$ cat src/rtl/rfr_pkg.sv
package rfr_pkg;

    typedef enum logic [2:0] {
        ST_IDLE,
        ST_RECV,
        ST_PAD,
        ST_HDR,
        ST_COMMIT,
        ST_DROP
    } rfr_state_e;

    localparam logic [31:0] CRC_POLY  = 32'h04C1_1DB7;
    localparam int          HDR_LEN   = 4;
    localparam int          PAGE_SH   = 8;

    // rx_mode bit positions
    localparam int MODE_BCAST   = 2;
    localparam int MODE_GROUP   = 3;
    localparam int MODE_PROMISC = 4;

    // status byte bits
    localparam logic [7:0] STAT_OK  = 8'h01;
    localparam logic [7:0] STAT_GRP = 8'h20;

    // One byte of the serial CRC, least significant bit first.
    function automatic logic [31:0] crc_step(input logic [31:0] c, input logic [7:0] d);
        logic [31:0] r;
        logic        fb;
        r = c;
        for (int i = 0; i < 8; i++) begin
            fb = r[31] ^ d[i];
            r  = {r[30:0], 1'b0};
            if (fb) r = r ^ CRC_POLY;
        end
        return r;
    endfunction

endpackage

$ cat src/rtl/rfr_dest_filter.sv
module rfr_dest_filter
    import rfr_pkg::*;
#(
    parameter int ADDR_BYTES = 6
) (
    input  logic                    clk,
    input  logic                    rst_n,
    input  logic                    feed,
    input  logic                    first,
    input  logic [7:0]              din,
    input  logic [8*ADDR_BYTES-1:0] station_mac,
    input  logic [63:0]             hash_table,
    input  logic [7:0]              rx_mode,
    output logic                    accept,
    output logic                    group
);
    localparam int IDX_W = $clog2(ADDR_BYTES + 1);

    logic [IDX_W-1:0] seen, seen_b;
    logic [31:0]      crc, crc_b;
    logic             all_ones, all_ones_b;
    logic             uni_eq, uni_eq_b;
    logic             grp, grp_b;
    logic             in_addr;
    logic [7:0]       st_byte;
    logic [5:0]       hash_idx;
    logic             hash_hit;

    // Frame start restarts the accumulation.
    always_comb begin
        if (first) begin
            seen_b     = '0;
            crc_b      = '1;
            all_ones_b = 1'b1;
            uni_eq_b   = 1'b1;
            grp_b      = 1'b0;
        end else begin
            seen_b     = seen;
            crc_b      = crc;
            all_ones_b = all_ones;
            uni_eq_b   = uni_eq;
            grp_b      = grp;
        end
    end

    assign in_addr = (seen_b < IDX_W'(ADDR_BYTES));

    always_comb begin
        st_byte = '0;
        for (int k = 0; k < ADDR_BYTES; k++) begin
            if (seen_b == IDX_W'(k)) st_byte = station_mac[8*k +: 8];
        end
    end

    always_ff @(posedge clk) begin
        if (!rst_n) begin
            seen     <= '0;
            crc      <= '1;
            all_ones <= 1'b0;
            uni_eq   <= 1'b0;
            grp      <= 1'b0;
        end else if (feed && in_addr) begin
            seen     <= seen_b + 1'b1;
            crc      <= crc_step(crc_b, din);
            all_ones <= all_ones_b & (din == 8'hFF);
            uni_eq   <= uni_eq_b & (din == st_byte);
            grp      <= (seen_b == '0) ? din[0] : grp_b;
        end
    end

    assign hash_idx = crc[31:26];
    assign hash_hit = hash_table[hash_idx];

    always_comb begin
        if (rx_mode[MODE_PROMISC])  accept = 1'b1;
        else if (all_ones)          accept = rx_mode[MODE_BCAST];
        else if (grp)               accept = rx_mode[MODE_GROUP] & hash_hit;
        else                        accept = uni_eq;
    end

    assign group = grp;

    // the group flag follows bit 0 of the first destination byte
    assert_group_tracks_first_R8: assert property (@(posedge clk) disable iff (!rst_n)
        (feed && first) |=> (group == $past(din[0])));

endmodule

$ cat src/rtl/rfr_space_check.sv
module rfr_space_check
    import rfr_pkg::*;
#(
    parameter int PG_W = 8,
    parameter int NEED = 1518
) (
    input  logic [PG_W-1:0] first_pg,
    input  logic [PG_W-1:0] end_pg,
    input  logic [PG_W-1:0] read_pg,
    input  logic [PG_W-1:0] write_pg,
    output logic            full
);
    localparam int SW = PG_W + PAGE_SH + 2;

    logic signed [SW-1:0] s_a, e_a, b_a, w_a, avail;

    always_comb begin
        s_a = $signed({2'b00, first_pg, 8'h00});
        e_a = $signed({2'b00, end_pg,   8'h00});
        b_a = $signed({2'b00, read_pg,  8'h00});
        w_a = $signed({2'b00, write_pg, 8'h00});
        if (w_a < b_a) avail = b_a - w_a;
        else           avail = (e_a - s_a) - (w_a - b_a);
        full = (end_pg <= first_pg) || (avail < $signed(SW'(NEED)));
    end

endmodule

$ cat src/rtl/rfr_store_fsm.sv
module rfr_store_fsm
    import rfr_pkg::*;
#(
    parameter int PG_W    = 8,
    parameter int CNT_W   = 16,
    parameter int MIN_LEN = 60
) (
    input  logic                  clk,
    input  logic                  rst_n,
    input  logic                  in_valid,
    input  logic [7:0]            in_data,
    input  logic                  in_last,
    input  logic                  halt,
    input  logic                  full,
    input  logic                  accept,
    input  logic                  group,
    input  logic [PG_W-1:0]       first_pg,
    input  logic [PG_W-1:0]       end_pg,
    input  logic [PG_W-1:0]       write_pg,
    output logic                  filt_feed,
    output logic                  filt_first,
    output logic [7:0]            filt_byte,
    output logic                  mem_we,
    output logic [PG_W+7:0]       mem_addr,
    output logic [7:0]            mem_wdata,
    output logic                  wpg_load,
    output logic [PG_W-1:0]       wpg_next,
    output logic                  rx_done
);
    localparam int AW   = PG_W + PAGE_SH;
    localparam int HI_W = $clog2(HDR_LEN);

    rfr_state_e          state, nxt;
    logic [CNT_W-1:0]    cnt, cnt_n, total, pages, np_raw, span, np;
    logic [AW-1:0]       wr_addr, byte_addr, addr_inc, adv;
    logic [PG_W-1:0]     base_pg, next_pg;
    logic [HI_W-1:0]     hdr_idx;
    logic [7:0]          hdr_byte, byte_d;
    logic                byte_ev, refuse;

    assign refuse    = halt | full;
    assign cnt_n     = (state == ST_IDLE) ? CNT_W'(1) : cnt + CNT_W'(1);
    assign byte_d    = (state == ST_PAD) ? 8'h00 : in_data;
    assign byte_addr = (state == ST_IDLE) ? {write_pg, 8'(HDR_LEN)} : wr_addr;
    assign addr_inc  = byte_addr + AW'(1);
    assign adv       = (addr_inc == {end_pg, 8'h00}) ? {first_pg, 8'h00} : addr_inc;

    always_comb begin
        unique case (state)
            ST_IDLE: byte_ev = in_valid & ~refuse;
            ST_RECV: byte_ev = in_valid;
            ST_PAD:  byte_ev = 1'b1;
            default: byte_ev = 1'b0;
        endcase
    end

    // Next page from padded length and the frame's start page.
    assign total   = cnt + CNT_W'(HDR_LEN);
    assign pages   = (total + CNT_W'(HDR_LEN + 255)) >> PAGE_SH;
    assign np_raw  = CNT_W'(base_pg) + pages;
    assign span    = CNT_W'(end_pg) - CNT_W'(first_pg);
    assign np      = (np_raw >= CNT_W'(end_pg)) ? np_raw - span : np_raw;
    assign next_pg = np[PG_W-1:0];

    always_comb begin
        unique case (hdr_idx)
            2'd0:    hdr_byte = STAT_OK | (group ? STAT_GRP : 8'h00);
            2'd1:    hdr_byte = next_pg;
            2'd2:    hdr_byte = total[7:0];
            default: hdr_byte = total[15:8];
        endcase
    end

    always_comb begin
        nxt = state;
        unique case (state)
            ST_IDLE: begin
                if (in_valid) begin
                    if (refuse)       nxt = in_last ? ST_IDLE : ST_DROP;
                    else if (in_last) nxt = ST_PAD;
                    else              nxt = ST_RECV;
                end
            end
            ST_RECV: begin
                if (in_valid && in_last) begin
                    if (cnt_n < CNT_W'(MIN_LEN)) nxt = ST_PAD;
                    else if (accept)             nxt = ST_HDR;
                    else                         nxt = ST_IDLE;
                end
            end
            ST_PAD: begin
                if (cnt_n == CNT_W'(MIN_LEN)) nxt = accept ? ST_HDR : ST_IDLE;
            end
            ST_HDR: begin
                if (hdr_idx == HI_W'(HDR_LEN - 1)) nxt = ST_COMMIT;
            end
            ST_COMMIT: nxt = ST_IDLE;
            ST_DROP: begin
                if (in_valid && in_last) nxt = ST_IDLE;
            end
            default: nxt = ST_IDLE;
        endcase
    end

    assign filt_feed  = byte_ev;
    assign filt_first = (state == ST_IDLE);
    assign filt_byte  = byte_d;

    // state register
    always_ff @(posedge clk) begin
        if (!rst_n) state <= ST_IDLE;
        else        state <= nxt;
    end

    // datapath and registered outputs
    always_ff @(posedge clk) begin
        if (!rst_n) begin
            cnt       <= '0;
            wr_addr   <= '0;
            base_pg   <= '0;
            hdr_idx   <= '0;
            mem_we    <= 1'b0;
            mem_addr  <= '0;
            mem_wdata <= '0;
            wpg_load  <= 1'b0;
            wpg_next  <= '0;
            rx_done   <= 1'b0;
        end else begin
            if (byte_ev) begin
                cnt     <= cnt_n;
                wr_addr <= adv;
                if (state == ST_IDLE) base_pg <= write_pg;
            end
            hdr_idx   <= (state == ST_HDR) ? hdr_idx + 1'b1 : '0;
            mem_we    <= byte_ev | (state == ST_HDR);
            mem_addr  <= (state == ST_HDR) ? {base_pg, (PAGE_SH - HI_W)'(0), hdr_idx} : byte_addr;
            mem_wdata <= (state == ST_HDR) ? hdr_byte : byte_d;
            wpg_load  <= (state == ST_COMMIT);
            wpg_next  <= next_pg;
            rx_done   <= (state == ST_COMMIT);
        end
    end

    // a refused first byte produces no write
    assert_refuse_nowrite_R1: assert property (@(posedge clk) disable iff (!rst_n)
        (state == ST_IDLE && in_valid && refuse) |=> !mem_we);

    // every write lands inside the ring
    assert_addr_in_ring_R9: assert property (@(posedge clk) disable iff (!rst_n)
        (mem_we && end_pg > first_pg) |->
            (mem_addr >= {first_pg, 8'h00} && mem_addr < {end_pg, 8'h00}));

    // the new write page is a ring page
    assert_next_in_ring_R10: assert property (@(posedge clk) disable iff (!rst_n)
        wpg_load |-> (wpg_next >= first_pg && wpg_next < end_pg));

    // the done pulse follows a header write
    assert_done_after_hdr_R8: assert property (@(posedge clk) disable iff (!rst_n)
        rx_done |-> $past(mem_we));

    // no input bytes while padding, writing the header or committing
    assert_input_gap_R13: assert property (@(posedge clk) disable iff (!rst_n)
        in_valid |-> (state == ST_IDLE || state == ST_RECV || state == ST_DROP));

endmodule

$ cat src/rtl/rx_frame_ring.sv
module rx_frame_ring
    import rfr_pkg::*;
#(
    parameter int PG_W    = 8,
    parameter int CNT_W   = 16,
    parameter int MIN_LEN = 60,
    parameter int NEED    = 1518
) (
    input  logic              clk,
    input  logic              rst_n,
    input  logic              in_valid,
    input  logic [7:0]        in_data,
    input  logic              in_last,
    input  logic              rx_halt,
    input  logic [7:0]        rx_mode,
    input  logic [47:0]       station_mac,
    input  logic [63:0]       hash_table,
    input  logic [PG_W-1:0]   ring_first_pg,
    input  logic [PG_W-1:0]   ring_end_pg,
    input  logic [PG_W-1:0]   read_pg,
    input  logic [PG_W-1:0]   write_pg,
    output logic              mem_we,
    output logic [PG_W+7:0]   mem_addr,
    output logic [7:0]        mem_wdata,
    output logic              wpg_load,
    output logic [PG_W-1:0]   wpg_next,
    output logic              rx_done
);
    logic       full, accept, group;
    logic       filt_feed, filt_first;
    logic [7:0] filt_byte;

    rfr_space_check #(.PG_W(PG_W), .NEED(NEED)) u_space (
        .first_pg (ring_first_pg),
        .end_pg   (ring_end_pg),
        .read_pg  (read_pg),
        .write_pg (write_pg),
        .full     (full)
    );

    rfr_dest_filter #(.ADDR_BYTES(6)) u_filter (
        .clk         (clk),
        .rst_n       (rst_n),
        .feed        (filt_feed),
        .first       (filt_first),
        .din         (filt_byte),
        .station_mac (station_mac),
        .hash_table  (hash_table),
        .rx_mode     (rx_mode),
        .accept      (accept),
        .group       (group)
    );

    rfr_store_fsm #(.PG_W(PG_W), .CNT_W(CNT_W), .MIN_LEN(MIN_LEN)) u_fsm (
        .clk        (clk),
        .rst_n      (rst_n),
        .in_valid   (in_valid),
        .in_data    (in_data),
        .in_last    (in_last),
        .halt       (rx_halt),
        .full       (full),
        .accept     (accept),
        .group      (group),
        .first_pg   (ring_first_pg),
        .end_pg     (ring_end_pg),
        .write_pg   (write_pg),
        .filt_feed  (filt_feed),
        .filt_first (filt_first),
        .filt_byte  (filt_byte),
        .mem_we     (mem_we),
        .mem_addr   (mem_addr),
        .mem_wdata  (mem_wdata),
        .wpg_load   (wpg_load),
        .wpg_next   (wpg_next),
        .rx_done    (rx_done)
    );

endmodule

$ cat config.mk
export PLATFORM = sky130hd
export DESIGN_NAME = rx_frame_ring
export DESIGN_NICKNAME = d
export VERILOG_FILES = /design/src/rtl/rfr_pkg.sv /design/src/rtl/rfr_dest_filter.sv /design/src/rtl/rfr_space_check.sv /design/src/rtl/rfr_store_fsm.sv /design/src/rtl/rx_frame_ring.sv
export SDC_FILE = /design/constraint.sdc
export NUM_CORES = 1
export LEC_CHECK = 0
export ABC_AREA = 1
export BUFFER_PORTS_ARGS = -buffer_cell sky130_fd_sc_hd__buf_4
export CAP_MARGIN = 20
export CORE_ASPECT_RATIO = 1.1
export CORE_MARGIN = 2
export CORE_UTILIZATION = 40
export DETAILED_ROUTE_END_ITERATION = 8
export GPL_TIMING_DRIVEN = 0
export SLEW_MARGIN = 20
export SYNTH_ARGS = -nofsm -noshare
export SYNTH_HDL_FRONTEND = slang
export SYNTH_SLANG_ARGS = --single-unit
$ cat constraint.sdc
create_clock -name clk -period 11.39 [get_ports clk]
set_input_delay 2.278 -clock clk [delete_from_list [all_inputs] [get_ports clk]]
set_output_delay 2.278 -clock clk [all_outputs]
set_load 0.02 [all_outputs]
==> impl_metrics.ini <==
[run_status]
status = complete, no violations

[synthesis]
async_reset_ff_share_pct = 0
syn_nets = 1941
synth_edf_count = 0
yosysSeqAreaShare_pct = 21.5
yosys_warnings = 0
synth.distinct_cells = 50
yosys_register_bits = 117
syn_avg_cell_area_um2 = 6.44
syn_area_um2 = 10900
syn_inst = 1693
ys.flop_type = dfxtp_1

[placement]
gp_congestion = 0.917
port_buffers = 193
placed_cell_area_um2 = 12800
dp_hpwl_um = 30300
dp_slack_ns = 4.63

[sta]
maxSlewHeadroom_pct = 57.9
clock_skew_ns = 0.0151
drv_slew = 0
finalHoldViolCount = 0
setup_viol = 0
worst_slew_pin_slew_ns = 0.631
timing.final.crit_share_pct = 56.7
rsz0062_at_grt = false
fmax_mhz = 155
worst_slack_ns = 4.93
tns_ns = 0
final.min_clock_period_ns = 6.46
whs_ns = 0.474

[power]
power_per_cell_area_nw_per_um2 = 264
vdd.ir_drop.worst_v = 0.000157
combPwrFrac_pct = 66.2
sw_frac_of_total_pct = 51.6
p_leak_nw = 6.78
switching_power_mw = 1.82
seqPwrFrac_pct = 18.8
p_int_mw = 1.71
power_frac_clock_pct = 15.0

[die]
die_h_um = 177
die-area_um2 = 28600
rows = 63
io_pins = 200
coreArea_um2 = 26900
initial_core_util_pct = 40.5
die_x_um = 161

[worst_setup_path]
ff2ff_path_depth = 33
rr_endpoint = u_fsm.mem_wdata[7]
endpoint_kind = flip-flop
start_kind = input port
critical_path_peak_fanout = 10
cp_slowest_cell = ha_1
worst-setup-path-type = in2reg
r2r-start = u_fsm.cnt[3]
cp-endpoint = u_filter.crc[29]
required_ns = 11.66
cp_common_cell = nand2_1
cp.arrival_ns = 6.73
r2r_slack_ns = 5.77
cpPeakStageDelay_ns = 0.35
critPathLaunch = ring_first_pg[2]

[clocking]
cts_made_buffers = 17
max-clock-path-buffers = 2
cts_hold_buf = 0
htreeDepth = 4
numClockSinks = 117
post_cts_resized = 0
clk_latency_ns = 0.42
cts-root-buf = clkbuf_16
clk_pin_slew_ns = 0.06
cts_setup_buffers = 0
cts_tree = done

[grt]
grt_max_degree = 17
grt_overflow = 0
grt_pass1_vias = 10900
grt_pass1_wl_um = 57000
antenna_found_initial = 1
grt_usage_pct = 25.3

[detailed_routing]
finalWirelength_um = 36300
num_vias = 11500
drc = 0
vias_per_cell = 5.07
detail-route-antenna-nets = 0
drtIter0Drc = 847
dr.pass1.iters = 6
wl_per_cell_um = 16.0

[cells_and_area]
final_cell_area_um2 = 13400
layout-area-overhead-vs-synth_pct = 22.7
fillers = 2842
layout-drive-gt1-share_pct = 15.9
nNetsFinal = 2153

[min_path]
holdCritPathClass = reg2reg
worstHoldPathCells = 1

[flow_run]
maxCapViolations = 0
[synth_stat cells, types with 27 or more instances]
| cell type | number | area (um2) |
|---|---|---|
| ha_1 | 71 | 888 |
| xnor2_1 | 39 | 342 |
| o211ai_1 | 27 | 203 |
| nand3_1 | 190 | 951 |
| o21ai_0 | 86 | 430 |
| dfxtp_1 | 117 | 2340 |
| nor2_1 | 124 | 465 |
| inv_1 | 223 | 837 |
| xor2_1 | 73 | 639 |
| a21oi_1 | 81 | 405 |
| clkbuf_1 | 35 | 131 |
| nand2_1 | 435 | 1630 |
[per-stage QoR]
stage          power [mW]  instances  utilization, %
2_1_floorplan        2.35       1693               -
3_3_place_gp         2.98       2243            47.6
3_5_place_dp         2.99       2243            47.6
4_1_cts              3.53       2275            49.8
5_1_grt              3.86       2275            49.8
6_report             3.53       2276            49.8
[power by group through the flow]
stage	clock, mW	sequential, mW	combinational [mW]
final	0.529	0.663	2.34
after detailed placement	0	0.667	2.32
after global placement	0	0.665	2.31
after floorplan	0	0.675	1.67
after global routing	0.556	0.678	2.62
after CTS	0.535	0.659	2.34
[worst min-delay path by stage]
stage,slack (ns),from,to
2_1_floorplan,0.43,u_fsm.hdr_idx[0],u_fsm.hdr_idx[0]
3_3_place_gp,0.45,u_fsm.hdr_idx[0],u_fsm.hdr_idx[0]
6_report,0.47,u_fsm.hdr_idx[0],u_fsm.hdr_idx[0]
3_5_place_dp,0.46,u_filter.crc[2],u_filter.crc[2]
4_1_cts,0.47,u_filter.crc[2],u_filter.crc[2]
5_1_grt,0.49,u_filter.crc[13],u_filter.crc[13]
[state kept, by name (all words and copies together) (netlist names)]
| name | count |
|---|---|
| u_filter.group | 1 |
| u_fsm.wr_addr | 16 |
| u_fsm.wpg_load | 1 |
| u_fsm.hdr_idx | 2 |
| u_fsm.state | 3 |
| u_fsm.mem_wdata | 8 |
| u_fsm.mem_addr | 16 |
| u_filter.all_ones | 1 |
| u_filter.uni_eq | 1 |
| u_filter.crc | 32 |
| u_filter.seen | 3 |
| u_fsm.cnt | 16 |
| u_fsm.wpg_next | 8 |
| u_fsm.mem_we | 1 |
| u_fsm.base_pg | 8 |
[critical path: cells and delay by family]
kind                     cells  cell delay, ns
buffers and inverters        6            0.86
XOR/XNOR                     1            0.29
adder cells (fa/ha/maj)      2            0.68
AO/OA/AOI/OAI                7            1.14
AND/OR/NAND/NOR             13            1.48
[cell families after synthesis]
kind of cell             after synthesis  synth area share, %
AO/OA/AOI/OAI                        243                 12.7
XOR/XNOR                             122                 11.1
adder cells (fa/ha/maj)               83                 10.4
buffers and inverters                290                 10.5
flip-flops                           117                 21.5
AND/OR/NAND/NOR                      838                 33.8
[metal layers]
layer / global-route usage, % / up-vias / share of wire [%]
met3: 3.77 / 44 / 5.7
li1: - / 5885 / -
met1: 33.5 / 5248 / 45
met4: 6.36 / 0 / 1.9
met5: 0 / - / 0
met2: 43.2 / 360 / 47
[cell usage in the layout (no fill, tap or decap), types with 6 or more instances in the layout]
cell type / n
clkbuf_1: 35
o211ai_1: 27
inv_1: 223
buf_1: 6
ha_1: 71
a31oi_1: 6
nor2_2: 7
o21ai_1: 6
fa_1: 12
nand2_1: 435
a21oi_1: 81
nor3_1: 17
xor2_1: 73
o21bai_1: 11
nor2_1: 124
or2_2: 12
clkbuf_16: 17
nand4_1: 23
buf_4: 197
dfxtp_1: 117
xnor2_1: 39
inv_6: 6
o22ai_1: 10
nand3_1: 190
o21ai_0: 86
buf_2: 11
nand2_2: 9
[layout make-up]
cell class / count / area, um2 / area share (%)
antenna: 1 / 2.50 / 0.0187
buffer: 59 / 277 / 2.07
clock buffer: 18 / 439 / 3.28
clock inverter: 14 / 139 / 1.04
inverter: 231 / 867 / 6.48
multi-input combinational: 1286 / 7410 / 55.4
sequential: 117 / 2340 / 17.5
tap: 357 / 447 / 3.34
timing repair buffer: 193 / 1450 / 10.8
(Power assumes the default switching activity.)
